`src/rtl/irq_entry_pkg.sv`:
```
package irq_entry_pkg;

    // control flow of the entry unit
    typedef enum logic [1:0] {
        ST_RUN   = 2'd0,
        ST_ENTER = 2'd1,
        ST_LEAVE = 2'd2
    } flow_state_e;

    // status word field positions
    localparam int unsigned IE_BIT   = 0;
    localparam int unsigned EXL_BIT  = 1;
    localparam int unsigned KRN_BIT  = 2;
    localparam int unsigned MASK_LSB = 8;

    // width of the move-port register number
    localparam int unsigned REGNUM_W = 5;

endpackage

```
`src/rtl/irq_line_sync.sv`:
```
module irq_line_sync #(
    parameter int unsigned LINES = 8
) (
    input  logic             clk,
    input  logic             rst_n,
    input  logic [LINES-1:0] async_i,
    output logic [LINES-1:0] sync_o
);

    logic [LINES-1:0] meta_q;
    logic [LINES-1:0] sync_q;

    // two-flop synchroniser per request line
    for (genvar g = 0; g < LINES; g++) begin : g_line
        always_ff @(posedge clk) begin
            if (!rst_n) begin
                meta_q[g] <= 1'b0;
                sync_q[g] <= 1'b0;
            end else begin
                meta_q[g] <= async_i[g];
                sync_q[g] <= meta_q[g];
            end
        end
    end

    assign sync_o = sync_q;

endmodule

```
`src/rtl/irq_sysregs.sv`:
```
module irq_sysregs
    import irq_entry_pkg::*;
#(
    parameter int unsigned          XLEN       = 32,
    parameter int unsigned          LINES      = 8,
    parameter logic [REGNUM_W-1:0]  REG_STATUS = 5'd12,
    parameter logic [REGNUM_W-1:0]  REG_CAUSE  = 5'd13,
    parameter logic [REGNUM_W-1:0]  REG_EPC    = 5'd14
) (
    input  logic                clk,
    input  logic                rst_n,
    // hardware events from the control FSM
    input  logic                take_i,
    input  logic                eret_i,
    input  logic [XLEN-1:0]     pc_i,
    input  logic [LINES-1:0]    ip_i,
    // software move port
    input  logic                mv_we_i,
    input  logic [REGNUM_W-1:0] mv_addr_i,
    input  logic [XLEN-1:0]     mv_wdata_i,
    output logic [XLEN-1:0]     mv_rdata_o,
    // register contents
    output logic                ie_o,
    output logic                exl_o,
    output logic                krn_o,
    output logic [LINES-1:0]    mask_o,
    output logic [XLEN-1:0]     epc_o
);

    logic             ie_q;
    logic             exl_q;
    logic             krn_q;
    logic [LINES-1:0] mask_q;
    logic [XLEN-1:0]  epc_q;

    // hardware entry/return wins over a software write in the same cycle
    always_ff @(posedge clk) begin
        if (!rst_n) begin
            ie_q   <= 1'b0;
            exl_q  <= 1'b0;
            krn_q  <= 1'b1;
            mask_q <= '0;
            epc_q  <= '0;
        end else if (take_i) begin
            exl_q <= 1'b1;
            epc_q <= pc_i;
        end else if (eret_i) begin
            exl_q <= 1'b0;
        end else if (mv_we_i) begin
            if (mv_addr_i == REG_STATUS) begin
                ie_q   <= mv_wdata_i[IE_BIT];
                exl_q  <= mv_wdata_i[EXL_BIT];
                krn_q  <= mv_wdata_i[KRN_BIT];
                mask_q <= mv_wdata_i[MASK_LSB +: LINES];
            end else if (mv_addr_i == REG_EPC) begin
                epc_q <= mv_wdata_i;
            end
        end
    end

    // move-from read mux; unmapped numbers and unused bits read zero
    always_comb begin
        mv_rdata_o = '0;
        if (mv_addr_i == REG_STATUS) begin
            mv_rdata_o[IE_BIT]            = ie_q;
            mv_rdata_o[EXL_BIT]           = exl_q;
            mv_rdata_o[KRN_BIT]           = krn_q;
            mv_rdata_o[MASK_LSB +: LINES] = mask_q;
        end else if (mv_addr_i == REG_CAUSE) begin
            mv_rdata_o[MASK_LSB +: LINES] = ip_i;
        end else if (mv_addr_i == REG_EPC) begin
            mv_rdata_o = epc_q;
        end
    end

    assign ie_o   = ie_q;
    assign exl_o  = exl_q;
    assign krn_o  = krn_q;
    assign mask_o = mask_q;
    assign epc_o  = epc_q;

    // an accepted interrupt captures the boundary PC and raises the level flag
    p_take_saves_pc_r3: assert property (@(posedge clk) disable iff (!rst_n)
        take_i |=> (epc_q == $past(pc_i)) && exl_q);

    // a return leaves the level flag clear
    p_eret_clears_exl_r7: assert property (@(posedge clk) disable iff (!rst_n)
        eret_i |=> !exl_q);

    // the FSM only issues a return while the level flag is held
    p_eret_needs_exl_r8: assert property (@(posedge clk) disable iff (!rst_n)
        eret_i |-> exl_q);

endmodule

```
`src/rtl/irq_entry_fsm.sv`:
```
module irq_entry_fsm
    import irq_entry_pkg::*;
#(
    parameter int unsigned     XLEN   = 32,
    parameter int unsigned     LINES  = 8,
    parameter logic [XLEN-1:0] VECTOR = 32'h8000_0180
) (
    input  logic             clk,
    input  logic             rst_n,
    input  logic             boundary_i,
    input  logic             eret_req_i,
    input  logic             ie_i,
    input  logic             exl_i,
    input  logic [LINES-1:0] mask_i,
    input  logic [LINES-1:0] ip_i,
    input  logic [XLEN-1:0]  epc_i,
    output logic             take_o,
    output logic             eret_o,
    output logic             redirect_valid_o,
    output logic [XLEN-1:0]  redirect_pc_o,
    output flow_state_e      state_o
);

    flow_state_e state_q;
    flow_state_e state_d;
    logic        any_unmasked;

    assign any_unmasked = |(ip_i & mask_i);

    // state register
    always_ff @(posedge clk) begin
        if (!rst_n) begin
            state_q <= ST_RUN;
        end else begin
            state_q <= state_d;
        end
    end

    // transitions and decision strobes
    always_comb begin
        state_d = state_q;
        take_o  = 1'b0;
        eret_o  = 1'b0;
        unique case (state_q)
            ST_RUN: begin
                if (boundary_i && ie_i && !exl_i && any_unmasked) begin
                    take_o  = 1'b1;          // T_TAKE
                    state_d = ST_ENTER;
                end else if (eret_req_i && exl_i) begin
                    eret_o  = 1'b1;          // T_ERET
                    state_d = ST_LEAVE;
                end
            end
            ST_ENTER: state_d = ST_RUN;      // T_ENTER_DONE
            ST_LEAVE: state_d = ST_RUN;      // T_LEAVE_DONE
            default:  state_d = ST_RUN;
        endcase
    end

    // redirect outputs
    always_comb begin
        redirect_valid_o = 1'b0;
        redirect_pc_o    = '0;
        unique case (state_q)
            ST_RUN: begin
                redirect_valid_o = 1'b0;
            end
            ST_ENTER: begin
                redirect_valid_o = 1'b1;
                redirect_pc_o    = VECTOR;
            end
            ST_LEAVE: begin
                redirect_valid_o = 1'b1;
                redirect_pc_o    = epc_i;
            end
            default: begin
                redirect_valid_o = 1'b0;
            end
        endcase
    end

    assign state_o = state_q;

    // each redirect is a single-cycle pulse
    p_redirect_pulse_r10: assert property (@(posedge clk) disable iff (!rst_n)
        redirect_valid_o |=> !redirect_valid_o);

    // the cycle after a take presents the entry with the flag already raised
    p_enter_after_take_r3: assert property (@(posedge clk) disable iff (!rst_n)
        take_o |=> (state_q == ST_ENTER) && exl_i);

    // the return redirect is presented with the flag already cleared
    p_leave_flag_clear_r7: assert property (@(posedge clk) disable iff (!rst_n)
        (state_q == ST_LEAVE) |-> !exl_i);

    // the cycle after an entry never accepts another interrupt
    p_no_nested_take_r5: assert property (@(posedge clk) disable iff (!rst_n)
        take_o |=> !take_o);

endmodule

```
`src/rtl/irq_entry_unit.sv`:
```
module irq_entry_unit
    import irq_entry_pkg::*;
#(
    parameter int unsigned          XLEN       = 32,
    parameter int unsigned          LINES      = 8,
    parameter logic [XLEN-1:0]      VECTOR     = 32'h8000_0180,
    parameter logic [REGNUM_W-1:0]  REG_STATUS = 5'd12,
    parameter logic [REGNUM_W-1:0]  REG_CAUSE  = 5'd13,
    parameter logic [REGNUM_W-1:0]  REG_EPC    = 5'd14
) (
    input  logic                clk,
    input  logic                rst_n,
    input  logic [LINES-1:0]    dev_irq,
    input  logic                instr_boundary,
    input  logic [XLEN-1:0]     boundary_pc,
    input  logic                eret_req,
    input  logic                mv_we,
    input  logic [REGNUM_W-1:0] mv_addr,
    input  logic [XLEN-1:0]     mv_wdata,
    output logic [XLEN-1:0]     mv_rdata,
    output logic                redirect_valid,
    output logic [XLEN-1:0]     redirect_pc,
    output logic                kernel_mode
);

    logic [LINES-1:0] ip;
    logic             take;
    logic             eret;
    logic             ie;
    logic             exl;
    logic             krn;
    logic [LINES-1:0] mask;
    logic [XLEN-1:0]  epc;
    flow_state_e      fsm_state;

    irq_line_sync #(
        .LINES (LINES)
    ) u_sync (
        .clk     (clk),
        .rst_n   (rst_n),
        .async_i (dev_irq),
        .sync_o  (ip)
    );

    irq_sysregs #(
        .XLEN       (XLEN),
        .LINES      (LINES),
        .REG_STATUS (REG_STATUS),
        .REG_CAUSE  (REG_CAUSE),
        .REG_EPC    (REG_EPC)
    ) u_regs (
        .clk        (clk),
        .rst_n      (rst_n),
        .take_i     (take),
        .eret_i     (eret),
        .pc_i       (boundary_pc),
        .ip_i       (ip),
        .mv_we_i    (mv_we),
        .mv_addr_i  (mv_addr),
        .mv_wdata_i (mv_wdata),
        .mv_rdata_o (mv_rdata),
        .ie_o       (ie),
        .exl_o      (exl),
        .krn_o      (krn),
        .mask_o     (mask),
        .epc_o      (epc)
    );

    irq_entry_fsm #(
        .XLEN   (XLEN),
        .LINES  (LINES),
        .VECTOR (VECTOR)
    ) u_fsm (
        .clk              (clk),
        .rst_n            (rst_n),
        .boundary_i       (instr_boundary),
        .eret_req_i       (eret_req),
        .ie_i             (ie),
        .exl_i            (exl),
        .mask_i           (mask),
        .ip_i             (ip),
        .epc_i            (epc),
        .take_o           (take),
        .eret_o           (eret),
        .redirect_valid_o (redirect_valid),
        .redirect_pc_o    (redirect_pc),
        .state_o          (fsm_state)
    );

    // privileged whenever the level flag or the kernel flag is set
    assign kernel_mode = exl | krn;

    // the vector redirect is always issued in kernel mode
    p_kernel_on_entry_r3: assert property (@(posedge clk) disable iff (!rst_n)
        (fsm_state == ST_ENTER) |-> kernel_mode);

endmodule

```
`config.mk`:
```
export PLATFORM = sky130hd
export DESIGN_NAME = irq_entry_unit
export DESIGN_NICKNAME = d
export VERILOG_FILES = /design/src/rtl/irq_entry_pkg.sv /design/src/rtl/irq_line_sync.sv /design/src/rtl/irq_sysregs.sv /design/src/rtl/irq_entry_fsm.sv /design/src/rtl/irq_entry_unit.sv
export SDC_FILE = /design/constraint.sdc
export NUM_CORES = 1
export LEC_CHECK = 0
export CORE_ASPECT_RATIO = 0.9
export CORE_MARGIN = 3
export CORE_UTILIZATION = 37
export DETAILED_ROUTE_END_ITERATION = 16
export HOLD_SLACK_MARGIN = 0.02
export PLACE_DENSITY = 0.79
export SLEW_MARGIN = 20
export SYNTH_ARGS = -nofsm -noshare
export SYNTH_HDL_FRONTEND = slang
export SYNTH_SLANG_ARGS = --single-unit
```
`constraint.sdc`:
```
create_clock -name clk -period 1.5 [get_ports clk]
set_input_delay 0.3 -clock clk [delete_from_list [all_inputs] [get_ports clk]]
set_output_delay 0.3 -clock clk [all_outputs]
set_load 0.01 [all_outputs]
```
After elaboration in Yosys (flattened, before gate mapping)

Index checks and enable logic that the tools add are counted.

Register bits: 61
Input port bits: 82
Output and inout bits: 66
Word-level logic and storage cells: 80

Eq/ne operators: 7
Mux-type cells: 26
Bitwise logic cells: 6
Reductions and logical operators: 18

Operators by type and width:

| operator                                      | count |
|---|---|
| 2-to-1 mux 32 bit                             | 6 |
| one-hot mux 32 bit (2 select lines)           | 1 |
| 2-to-1 mux 16 bit                             | 2 |
| 2-to-1 mux 8 bit                              | 3 |
| == test 5 x 4 -> 1 bit, second input constant | 3 |
| 2-to-1 mux 1 bit                              | 12 |
| bitwise AND 8 bit                             | 1 |
| AND reduction 4 bit                           | 2 |
| OR reduction 8 bit                            | 1 |
| nonzero test 2 bit                            | 3 |
| nonzero test 3 bit                            | 2 |
| 2-to-1 mux 5 bit                              | 1 |
| logical AND 1 bit                             | 4 |
| inequality test 2 bit, second input constant  | 2 |
| inverter 1 bit                                | 4 |
| AND reduction 2 bit                           | 2 |
| 2-to-1 mux 3 bit                              | 1 |
| OR reduction 3 bit                            | 1 |
| == test 2 x 1 -> 1 bit, second input constant | 1 |
| == test 2 bit, second input constant          | 1 |
| logical NOT 2 bit                             | 1 |
| OR reduction 2 bit                            | 1 |
| logical NOT 1 bit                             | 1 |
| OR 1 bit                                      | 1 |

Longest topological paths before layout

Gate-level depths: netlist of run 1.

Word-level depth: 7
Depth in mapped cells: 8
Depth with buffers taken out: 6

Hierarchy

From an unflattened synthesis of run 1, not the netlist that was laid out.

Cell total of the unflattened synthesis: 384
Area total of the unflattened synthesis: 3342.0 µm²

Modules (own cells, without submodules):

| module         | times used | cells each | area an instance (µm²) | seq. area each (µm²) |
|---|---|---|---|---|
| irq_sysregs    | 1          | 291        | 2473.6                 | 860.8 |
| irq_line_sync  | 1          | 33         | 446.7                  | 320.3 |
| irq_entry_fsm  | 1          | 59         | 415.4                  | 40.0 |
| irq_entry_unit | 1          | 1          | 6.3                    | 0.0 |

Worst setup path before layout of run 1

Ideal clock, no wire load.

Path type: register to register
From: reg u_fsm.state_q[0] (netlist: u_fsm.state_o[0])
To: reg u_regs.epc_q[0] (netlist: u_regs.epc_o[0])
Setup time: 0.124 ns
Data arrival time: 1.434 ns
Data required time: 1.376 ns
Slack: -0.058 ns
Cell stages (with the launch flop): 9
Buffers on the path: 2
Clock period less this slack: 1.558 ns
Cells stage by stage: dfxtp_1 inv_1 ha_1 nand3_1 and4b_1 buf_4 buf_6 mux2i_1 a21oi_1

Cells in the longest elaborated chain, start to end: 4
Elaborated cells on any way between the ends: 9
Those cells by class: 2 x eq/ne; 3 x mux; 4 x reduce/logical

RTL lines:

| element                                                               | line                | source |
|---|---|---|
| start: declaration                                                    | irq_entry_fsm.sv:24 | `flow_state_e state_q;` |
| start signal: assignment                                              | irq_entry_fsm.sv:35 | `state_q <= state_d;` |
| logical NOT 2 bit *                                                   | irq_entry_fsm.sv:44 | `unique case (state_q)` |
| 2-to-1 mux 1 bit                                                      | irq_entry_fsm.sv:44 |  |
| inequality test 2 bit (no line) or nonzero test 2 bit (tied branches) | --                  |  |
| AND reduction 4 bit (no line)                                         | --                  |  |
| end signal: assignment                                                | irq_sysregs.sv:46   | `epc_q <= pc_i;` |
| end signal: assignment                                                | irq_sysregs.sv:56   | `epc_q <= mv_wdata_i;` |
| end: declaration                                                      | irq_sysregs.sv:34   | `logic [XLEN-1:0] epc_q;` |

Mark *: on every way between the ends. The rest lies on a longest branch, timed or not.
A chain may end at the register's enable or synchronous reset.

Final worst setup path of run 1

From: reg u_fsm.state_q[0] (netlist: u_fsm.state_o[0])
To: out redirect_pc[10]

Cells in the longest elaborated chain, start to end: 2
Elaborated cells on any way between the ends: 3
Those cells by class: 2 x eq/ne; 1 x mux

RTL lines:

| element                                                 | line                 | source |
|---|---|---|
| == test 2 bit or == test 2 x 1 -> 1 bit (tied branches) | irq_entry_fsm.sv:64  | `unique case (state_q)` |
| one-hot mux 32 bit (2 select lines) *                   | irq_entry_fsm.sv:64  |  |
| end: declaration                                        | irq_entry_unit.sv:22 | `output logic [XLEN-1:0] redirect_pc,` |

Marks and branches as above.

==> results of run 1 <==
[stage by stage]
| stage | instances | util (%) | TNS (ns) | setup WS (ns) | cell area [um^2] |
|---|---|---|---|---|---|
| after floorplan | 344 | - | 0 | 0.002177 | 3179 |
| final | 653 | 72.18 | -18.51 | -0.3670 | 5907 |
| after global routing | 653 | 72.18 | -23.00 | -0.4159 | 5907 |
| after global placement | 603 | 59.59 | -60.64 | -0.9158 | 4877 |
| after CTS | 651 | 68.78 | -17.67 | -0.3558 | 5629 |
| after detailed placement | 603 | 59.59 | -64.24 | -0.9730 | 4877 |
[state kept, by name, indices dropped and copies added (netlist names)]
register and flops:
u_fsm.state_o 2, u_regs.epc_o 32, u_regs.exl_o 1, u_regs.ie_o 1, u_regs.krn_o 1, u_regs.mask_o 8
u_sync.meta_q 8, u_sync.sync_o 8
[logic make-up (layout without fill, tap and decap cells)]
| kind of cell | after synthesis | count (layout) | share of synthesized area [%] |
|---|---|---|---|
| adders and majority gates | 3 | 3 | 1.189 |
| muxes | 42 | 42 | 13.32 |
| DFF | 61 | 61 | 38.68 |
| AOI/OAI and AO/OA | 88 | 88 | 18.91 |
| and+or+nand+nor | 106 | 106 | 20.21 |
| buffers and inverters | 44 | 238 | 7.689 |
[layer usage]
layer	wire [um]	part of all wire, %	vias up	track usage, %
met4	178	1.4	0	5.609
met1	5077	41	1636	30.56
met3	778	6.3	18	6.189
li1	-	-	1626	-
met5	0	0	-	0
met2	6298	51	130	42.36
[placed cells by master (no fill, tap or decap), types with 22 or more instances in the layout]
cell,count
dfxtp_1,57
mux2i_1,38
buf_2,28
buf_6,61
o31ai_1,32
a21oi_1,33
and3_4,22
clkdlybuf4s50_1,75
buf_4,24
[timing repair]
action	4_1_cts	5_1_grt
cloned	11	2
setup buffers	22	9
gates resized for setup	378	67
pin swaps	50	20
setup endpoints to repair	108	109
[cell type report]
cell class | count | area [um^2]
clock buffer | 11 | 141.4
clock inverter | 4 | 72.57
fill | 600 | 2277
inverter | 11 | 43.79
multi-input combinational | 239 | 1996
sequential | 61 | 1226
tap | 115 | 143.9
timing repair buffer | 212 | 2283
[power by group]
| group | switching (mW) | internal, mW | total [mW] |
|---|---|---|---|
| Sequential | 0.0170 | 1.65 | 1.67 |
| Clock | 0.639 | 0.970 | 1.61 |
| Combinational | 0.147 | 0.287 | 0.434 |
| Total | 0.803 | 2.91 | 3.71 |
[how the worst max path moves through the flow]
stage | end | startpoint
after global placement | mv_rdata[24] | mv_addr[1]
final | redirect_pc[10] | u_fsm.state_o[0]
after detailed placement | mv_rdata[15] | mv_addr[0]
after floorplan | redirect_pc[31] | u_fsm.state_o[1]
after global routing | redirect_pc[11] | u_fsm.state_o[1]
after CTS | redirect_pc[11] | u_fsm.state_o[0]
[worst max-delay path, delay by kind of cell, from the launching register on]
family	cells	cell delay, ns
buffers and inverters	4	0.47
flip-flops	1	0.36
AND/OR/NAND/NOR	1	0.16
adder cells (fa/ha/maj)	1	0.26
[cell usage after synthesis]
cell,instances,share of area [%]
and4_4,1,0.36
nand3_1,1,0.16
and2_1,37,7.3
nor2b_1,6,1.2
and3b_1,1,0.28
o21ba_2,1,0.32
ha_1,3,1.2
o31ai_1,32,7.6
clkbuf_1,18,2.1
dfxtp_1,61,39
a21o_1,1,0.24
and4b_1,1,0.32
buf_2,5,0.79
nor3b_2,1,0.40
o2111a_1,1,0.36
or2_2,1,0.20
a21oi_1,37,5.9
mux2i_1,42,13
nor3_1,1,0.16
nor3_2,1,0.32
buf_6,9,3.2
inv_1,11,1.3
or2_1,1,0.20
nor2_1,2,0.24
a22oi_1,4,0.95
and3_1,29,5.7
a31oi_1,1,0.20
a22o_1,3,0.83
nand2_1,21,2.5
buf_4,1,0.24
a222oi_1,8,2.5
nand3b_4,1,0.63
nand4_1,1,0.20
==> flow_summary_export.csv, run 1 <==
group,metric,value,unit
synthesis,synth_nets,429,
sta,fmax,0.5356,GHz
grt,antenna_found_initial,0,
critical_path,worst-path-max-fanout,5,
run,maxCapViolCount,0,
synthesis,synth_cell_types,33,
synthesis,ys_seq_area_share,38.68,%
sta,hold_viol,0,
synthesis,syn_area_per_cell,9.177,um^2
synthesis,ys_warn_count,0,
sta,holdWs,0.4378,ns
critical_path,crit_path_max_incr_delay,0.36,ns
sta,final_max_slew_viol_count,0,
critical_path,path_class,"reg2out",
pwr,power_leakage,2.381,nW
detailed_routing,drtPass1Iterations,6,
grt,grtUsageTotal,24.60,%
detailed_routing,drt-initial-drc-count,173,
grt,grt_max_degree,69,
critical_path,worstPathArrival,1.57,ns
grt,grt_first_pass_wirelength,18.15,mm
floorplanning,initial_core_util,38.57,%
critical_path,endpoint_kind,"primary output",
pwr,p_total,3.708,mW
worst_hold_path,hold_end,"u_sync.sync_o[1]",
clock_tree,cts.sinks,61,
sta,fin_ws,-0.3670,ns
placed_design,hpwl,7.532,mm
floorplanning,fp.dieW,103.4,um
layout,drive_gt1_share,41.82,%
run_status,status,"finished, violations left",
clock_tree,path_clk_slew,0.07,ns
synthesis,syn-cell-area,3157,um^2
sta,slew_headroom,76.68,%
clock_tree,ctsHoldBuffers,0,
floorplanning,io_pins,148,
pwr,power_density,627.8,nW/um^2
sta,fin_crit,1.867,ns
worst_hold_path,hold_class,"reg2reg",
clock_tree,cts_root_buf,"clkbuf_8",
critical_path,reg2reg_depth,8,
placed_design,place_congestion,0.8343,
layout,diodes,0,
clock_tree,cts_tree,"built",
floorplanning,dieArea,9678,um^2
detailed_routing,drc,0,
layout,syn2layout_area_growth,87.12,%
critical_path,crit_top_cell,"buf_12",
sta,setup_violations,97,
critical_path,r2r-start,"u_fsm.state_o[0]",
detailed_routing,wl,12.33,mm
sta,fin_crit_sh,124.5,%
detailed_routing,vias,3410,
sta,skew,0.008853,ns
critical_path,r2r_setup_slack,-0.12,ns
critical_path,regToRegEndpoint,"u_regs.epc_o[29]",
detailed_routing,ant_nets,0,
detailed_routing,avgViaCountPerCell,5.222,
clock_tree,clock_latency,0.33,ns
critical_path,crit_path_start_kind,"flip-flop",
critical_path,cp.required,1.20,ns
clock_tree,h-tree-depth,3,
layout,nets,619,
placed_design,port_buffers,147,
clock_tree,numCtsBuffers,9,
run_status,violations,"negative setup slack",
floorplanning,die_h,93.63,um
clock_tree,clock_path_buffers,2,
pwr,irDropWorstVdd,0.6789,mV
grt,grt_pass1_vias,3479,
worst_hold_path,holdCritStartpoint,"u_sync.meta_q[1]",
detailed_routing,wl_per_cell,18.89,um
critical_path,worstPathCellList,"inv_4, ha_4, buf_12, buf_12, and3_1, buf_2",
critical_path,cpMaxStageDelayCell,"dfxtp_2",
floorplanning,row_count,31,
synthesis,synth-seq-cells,61,
sta,rsz0062_at_grt,"true",
floorplanning,coreArea,8184,um^2
synthesis,syn_inst,344,
sta,worstMarginPinSlew,0.3498,ns
worst_hold_path,min_delay_path_depth,1,
grt,overflow,0,
Note: power is estimated with default switching activity, not from simulation.
==> inputs of run 2 (changes only) <==
--- a/config.mk
+++ b/config.mk
@@ -7,10 +7,10 @@
 export LEC_CHECK = 0
 export CORE_ASPECT_RATIO = 0.9
 export CORE_MARGIN = 3
-export CORE_UTILIZATION = 37
+export CORE_UTILIZATION = 41
 export DETAILED_ROUTE_END_ITERATION = 16
 export HOLD_SLACK_MARGIN = 0.02
-export PLACE_DENSITY = 0.79
+export PLACE_DENSITY = 0.83
 export SLEW_MARGIN = 20
 export SYNTH_ARGS = -nofsm -noshare
 export SYNTH_HDL_FRONTEND = slang
==> constraint.sdc (replaced) <==
create_clock -name clk -period 1.8 [get_ports clk]
set_input_delay 0.36 -clock clk [delete_from_list [all_inputs] [get_ports clk]]
set_output_delay 0.36 -clock clk [all_outputs]
set_load 0.01 [all_outputs]
==> run 2 against run 1 <==
The flow still finishes with violations (negative setup slack); routed wire length shrank 11%; largest power group unchanged; clock power shrank 17%; sequential power shrank 17%; critical path type unchanged; worst setup slack gained 0.27 ns; die area shrank 9.2%; global-route usage shrank 0.38 points.
==> flow_summary_export.csv, run 2 (synthesis results as in run 1) <==
group,metric,value,unit
clock_tree,clock_latency,0.34,ns
pwr,power_leakage,2.161,nW
placed_design,place_congestion,0.8633,
layout,final_util,72.66,%
clock_tree,path_clk_slew,0.07,ns
critical_path,crit_path_max_incr_delay,0.35,ns
detailed_routing,drtPass1Iterations,6,
worst_hold_path,hold_class,"reg2reg",
grt,grtUsageTotal,24.22,%
layout,drive_gt1_share,33.78,%
detailed_routing,wl_per_cell,17.85,um
run_status,violations,"negative setup slack",
floorplanning,fp.dieW,98.49,um
sta,fin_crit_sh,105.4,%
grt,overflow,0,
layout,final_common_cell,"clkdlybuf4s50_1",
critical_path,worstPathArrival,1.54,ns
detailed_routing,wl_met3,787,um
detailed_routing,ant_nets,0,
clock_tree,cts_root_buf,"clkbuf_8",
critical_path,r2r_setup_slack,0.07,ns
detailed_routing,drc,0,
grt,grt_max_degree,28,
sta,setup_violations,39,
critical_path,cp.required,1.44,ns
layout,final_cell_mix,"clkdlybuf4s50_1, dfxtp_1, mux2i_1",
sta,worstMarginPinSlew,0.4894,ns
clock_tree,h-tree-depth,3,
critical_path,worstPathCellList,"inv_4, ha_4, buf_8, and3_4, buf_6",
critical_path,worst-path-max-fanout,8,
detailed_routing,wl_met2,5.516,mm
layout,largest_reg_flops,32,
floorplanning,coreArea,7257,um^2
detailed_routing,wl,10.96,mm
sta,holdWs,0.4320,ns
layout,num-fill-cells,550,
sta,fin_ws,-0.09748,ns
pwr,irDropWorstVdd,0.4427,mV
floorplanning,row_count,29,
placed_design,hpwl,7.587,mm
floorplanning,dieArea,8790,um^2
layout,syn2layout_area_growth,67.02,%
clock_tree,cts_tree,"built",
grt,grt_first_pass_wirelength,16.62,mm
sta,fmax,0.5270,GHz
detailed_routing,drt-initial-drc-count,117,
grt,antenna_found_initial,1,
run,maxCapViolCount,0,
critical_path,endpoint_kind,"primary output",
layout,diodes,0,
critical_path,path_class,"reg2out",
floorplanning,io_pins,148,
pwr,power_density,580.6,nW/um^2
detailed_routing,top_layer,"met5",
sta,rsz0062_at_grt,"true",
clock_tree,cts.sinks,61,
layout,nets,602,
grt,grt_pass1_vias,3314,
clock_tree,ctsHoldBuffers,0,
critical_path,cpMaxStageDelayCell,"dfxtp_2",
floorplanning,initial_core_util,43.50,%
clock_tree,clock_path_buffers,2,
clock_tree,numCtsBuffers,9,
sta,hold_viol,0,
placed_design,place_ws,-0.8440,ns
critical_path,crit_path_start_kind,"flip-flop",
detailed_routing,avgViaCountPerCell,5.357,
sta,fin_crit,1.897,ns
sta,skew,0.008128,ns
floorplanning,die_h,89.25,um
placed_design,port_buffers,147,
detailed_routing,vias,3289,
detailed_routing,met1_length,4.484,mm
sta,final_max_slew_viol_count,0,
run_status,status,"finished, violations left",
sta,slew_headroom,67.37,%
## run 2: changes by cell type in the layout (fill, tap and decap cells not counted), sizes merged
cell | before | now
clkbuf | 13 | 26
buf | 135 | 104
dlygate4sd2 | 0 | 1
## run 2: layout make-up
class                      count  area, um^2  share of cell area, %
clock inverter                 4       72.57                  1.376
timing repair buffer         195        1790                  33.96
tap                           93       116.4                  2.207
inverter                      11       43.79                 0.8306
clock buffer                  11       141.4                  2.682
multi-input combinational    239        1884                  35.74
sequential                    61        1224                  23.21
## run 2: path summary, 6_finish.rpt
path / startpoint / cells past startpoint / endpoint
worst max-delay path: u_fsm.state_o[0] / 5 / redirect_pc[15]
worst min-delay path: u_sync.meta_q[7] / 1 / u_sync.sync_o[7]
worst max register to register: u_fsm.state_o[0] / 7 / u_regs.epc_o[9]
worst min register to register: u_sync.meta_q[7] / 1 / u_sync.sync_o[7]
## run 2: critical path: cells and delay by family (launching register included)
kind,cells,cell delay [ns]
flip-flops,1,0.35
adder cells (fa/ha/maj),1,0.34
buffers and inverters,3,0.31
AND/OR/NAND/NOR,1,0.18
## run 2: where the power goes
group	internal, mW	total (mW)	leakage [nW]	switching, mW
registers	1.37	1.39	0.496	0.0130
clock network	0.808	1.34	0.105	0.535
logic	0.221	0.332	1.56	0.111
total	2.40	3.06	2.16	0.659
## run 2: per-layer routing
layer  vias up  global-route usage, %
met5         -                      0
met4         2                  6.576
met3        20                  7.254
li1       1593                      -
met2       139                  43.22
met1      1535                  28.72
## run 2: what timing repair did
action                     CTS  global route
gates resized for setup    272            84
hold endpoints to repair     0             0
setup endpoints to repair   66            62
setup buffers                9             3
cloned                       4             1
pin swaps                   13             9
## run 2: metrics by stage
step | power (mW) | area, um^2 | cells | TNS [ns]
detailed placement | 1.727 | 4832 | 583 | -35.94
floorplan | 1.501 | 3157 | 344 | 0
global route | 3.159 | 5273 | 614 | -4.658
global placement | 1.722 | 4832 | 583 | -31.20
finish | 3.061 | 5273 | 614 | -2.778
CTS | 3.066 | 5085 | 611 | -1.924
==> inputs of run 3 (changes only) <==
--- a/config.mk
+++ b/config.mk
@@ -5,7 +5,6 @@
 export SDC_FILE = /design/constraint.sdc
 export NUM_CORES = 1
 export LEC_CHECK = 0
-export CORE_ASPECT_RATIO = 0.9
 export CORE_MARGIN = 3
 export CORE_UTILIZATION = 41
 export DETAILED_ROUTE_END_ITERATION = 16
==> run 3 against run 2 <==
The run still ends with negative setup slack left; via count up 0.73%; utilization fell by 3.9 points; fmax up 1.8%; global-route usage hardly changed; hold slack worse by 0.0024 ns; critical path type unchanged; worst setup slack better by 0.033 ns; routed wire length is 1.3% lower; die area barely moved; first-iteration DRC count increased by 46%; combinational power about the same; sequential share of layout area increased by 0.96 points.
==> flow_summary_export.csv, run 3 (synthesis results as in run 1) <==
group,metric,value,unit
layout,diodes,0,
layout,largest_reg_flops,32,
sta,skew,0.01079,ns
layout,final_util,68.78,%
layout,multi_input_area,1808,um^2
floorplanning,coreArea,7370,um^2
detailed_routing,ant_nets,0,
clock_tree,cts.sinks,61,
sta,rsz0062_at_grt,"true",
placed_design,dp.cells,589,
sta,hold_viol,0,
run,maxCapViolCount,0,
clock_tree,path_clk_slew,0.08,ns
clock_tree,clock_path_buffers,2,
floorplanning,dieArea,8788,um^2
grt,overflow,0,
critical_path,path_class,"reg2out",
sta,worstMarginPinSlew,0.4057,ns
worst_hold_path,hold_class,"in2reg",
clock_tree,cts_tree,"built",
placed_design,hpwl,7.508,mm
grt,grt_first_pass_wirelength,16.77,mm
detailed_routing,wl_per_cell,17.59,um
layout,final_cell_mix,"clkdlybuf4s50_1, dfxtp_1, buf_2",
floorplanning,fp.dieW,93.75,um
clock_tree,clock_latency,0.33,ns
pwr,power_leakage,2.150,nW
clock_tree,cts_root_buf,"clkbuf_8",
grt,grt_pass1_vias,3281,
critical_path,worstPathArrival,1.50,ns
layout,stdcell_count,615,
layout,syn2layout_area_growth,60.56,%
sta,fin_ws,-0.06417,ns
detailed_routing,drt-initial-drc-count,171,
run_status,violations,"negative setup slack",
critical_path,worstPathCellList,"inv_4, ha_4, buf_6, and3_4, buf_6",
floorplanning,initial_core_util,42.84,%
sta,final_max_slew_viol_count,0,
sta,holdWs,0.4296,ns
grt,antenna_found_initial,0,
sta,slew_headroom,72.92,%
sta,fmax,0.5364,GHz
critical_path,crit_path_start_kind,"flip-flop",
layout,final-seq-area,1225,um^2
layout,num-fill-cells,581,
layout,drive_gt1_share,30.81,%
layout,final_common_cell,"clkdlybuf4s50_1",
run_status,status,"finished, violations left",
critical_path,crit_top_cell,"buf_6",
critical_path,crit_path_max_incr_delay,0.35,ns
critical_path,crit_family,"flip-flops",
pwr,p_total,2.839,mW
sta,fin_crit_sh,103.6,%
floorplanning,io_pins,148,
placed_design,place_congestion,0.7953,
pwr,irDropWorstVdd,0.4388,mV
detailed_routing,wl,10.82,mm
floorplanning,die_h,93.75,um
critical_path,worst-path-max-fanout,7,
grt,grtUsageTotal,24.19,%
clock_tree,h-tree-depth,3,
pwr,power_density,560.1,nW/um^2
sta,fin_crit,1.864,ns
grt,grt_max_degree,29,
critical_path,cp.required,1.44,ns
detailed_routing,drc,0,
critical_path,endpoint_kind,"primary output",
layout,nets,596,
floorplanning,row_count,31,
critical_path,crit_buf_inv,3,
critical_path,cpMaxStageDelayCell,"dfxtp_2",
detailed_routing,avgViaCountPerCell,5.387,
clock_tree,ctsHoldBuffers,0,
placed_design,port_buffers,147,
detailed_routing,vias,3313,
sta,setup_violations,32,
detailed_routing,drtPass1Iterations,5,
clock_tree,numCtsBuffers,9,
-- run 3: report_power, final --
group          internal [mW]  total (mW)  switching, mW
registers               1.37        1.38         0.0115
clock network          0.515        1.12          0.608
logic                  0.221       0.332          0.111
-- run 3: path summary, 6_finish.rpt --
kind                                        from  slack [ns]                to  cells after the start
worst min-delay path                       rst_n        0.43   u_regs.epc_o[2]                      3
worst max-delay path            u_fsm.state_o[0]       -0.06   redirect_pc[13]                      5
worst min register to register  u_sync.meta_q[0]        0.43  u_sync.sync_o[0]                      1
worst max register to register  u_fsm.state_o[0]        0.17  u_regs.epc_o[12]                      7
-- run 3: worst reg2reg max path: cells and delay by family (launching register included) --
family	cells	cell delay, ns
fa+ha+maj	1	0.16
flops	1	0.35
mux	1	0.25
compound gates	1	0.09
simple gates	2	0.40
buf+inv	2	0.25
-- run 3: per-layer routing --
metal  routed length (um)  global-route usage (%)  up-vias
li1                     -                       -     1585
met1                 4456                   29.38     1564
met2                 5374                   41.93      140
met3                  736                   4.567       24
met4                  252                   9.507        0
met5                    0                       0        -
-- run 3: metrics by stage --
step	worst slack (ns)	setup TNS, ns	cell area, um^2
6_report	-0.06417	-1.377	5069
5_1_grt	-0.1017	-3.249	5069
4_1_cts	-0.07330	-1.514	4947
3_5_place_dp	-0.8442	-37.76	4865
3_3_place_gp	-0.7799	-35.42	4865
2_1_floorplan	0.2093	0	3157
-- run 3: final cells by class --
class / instances / share of cell area, %
Clock buffer: 9 / 2.444
Clock inverter: 7 / 1.160
Inverter: 11 / 0.8640
Multi-Input combinational cell: 239 / 35.67
Sequential cell: 61 / 24.17
Tap cell: 99 / 2.444
Timing Repair Buffer: 189 / 33.25
-- run 3: what timing repair did --
item	CTS	global route
resized for setup	318	26
buffers inserted	6	7
cloned	6	0
pin swaps	22	10
setup endpoints to repair	66	41
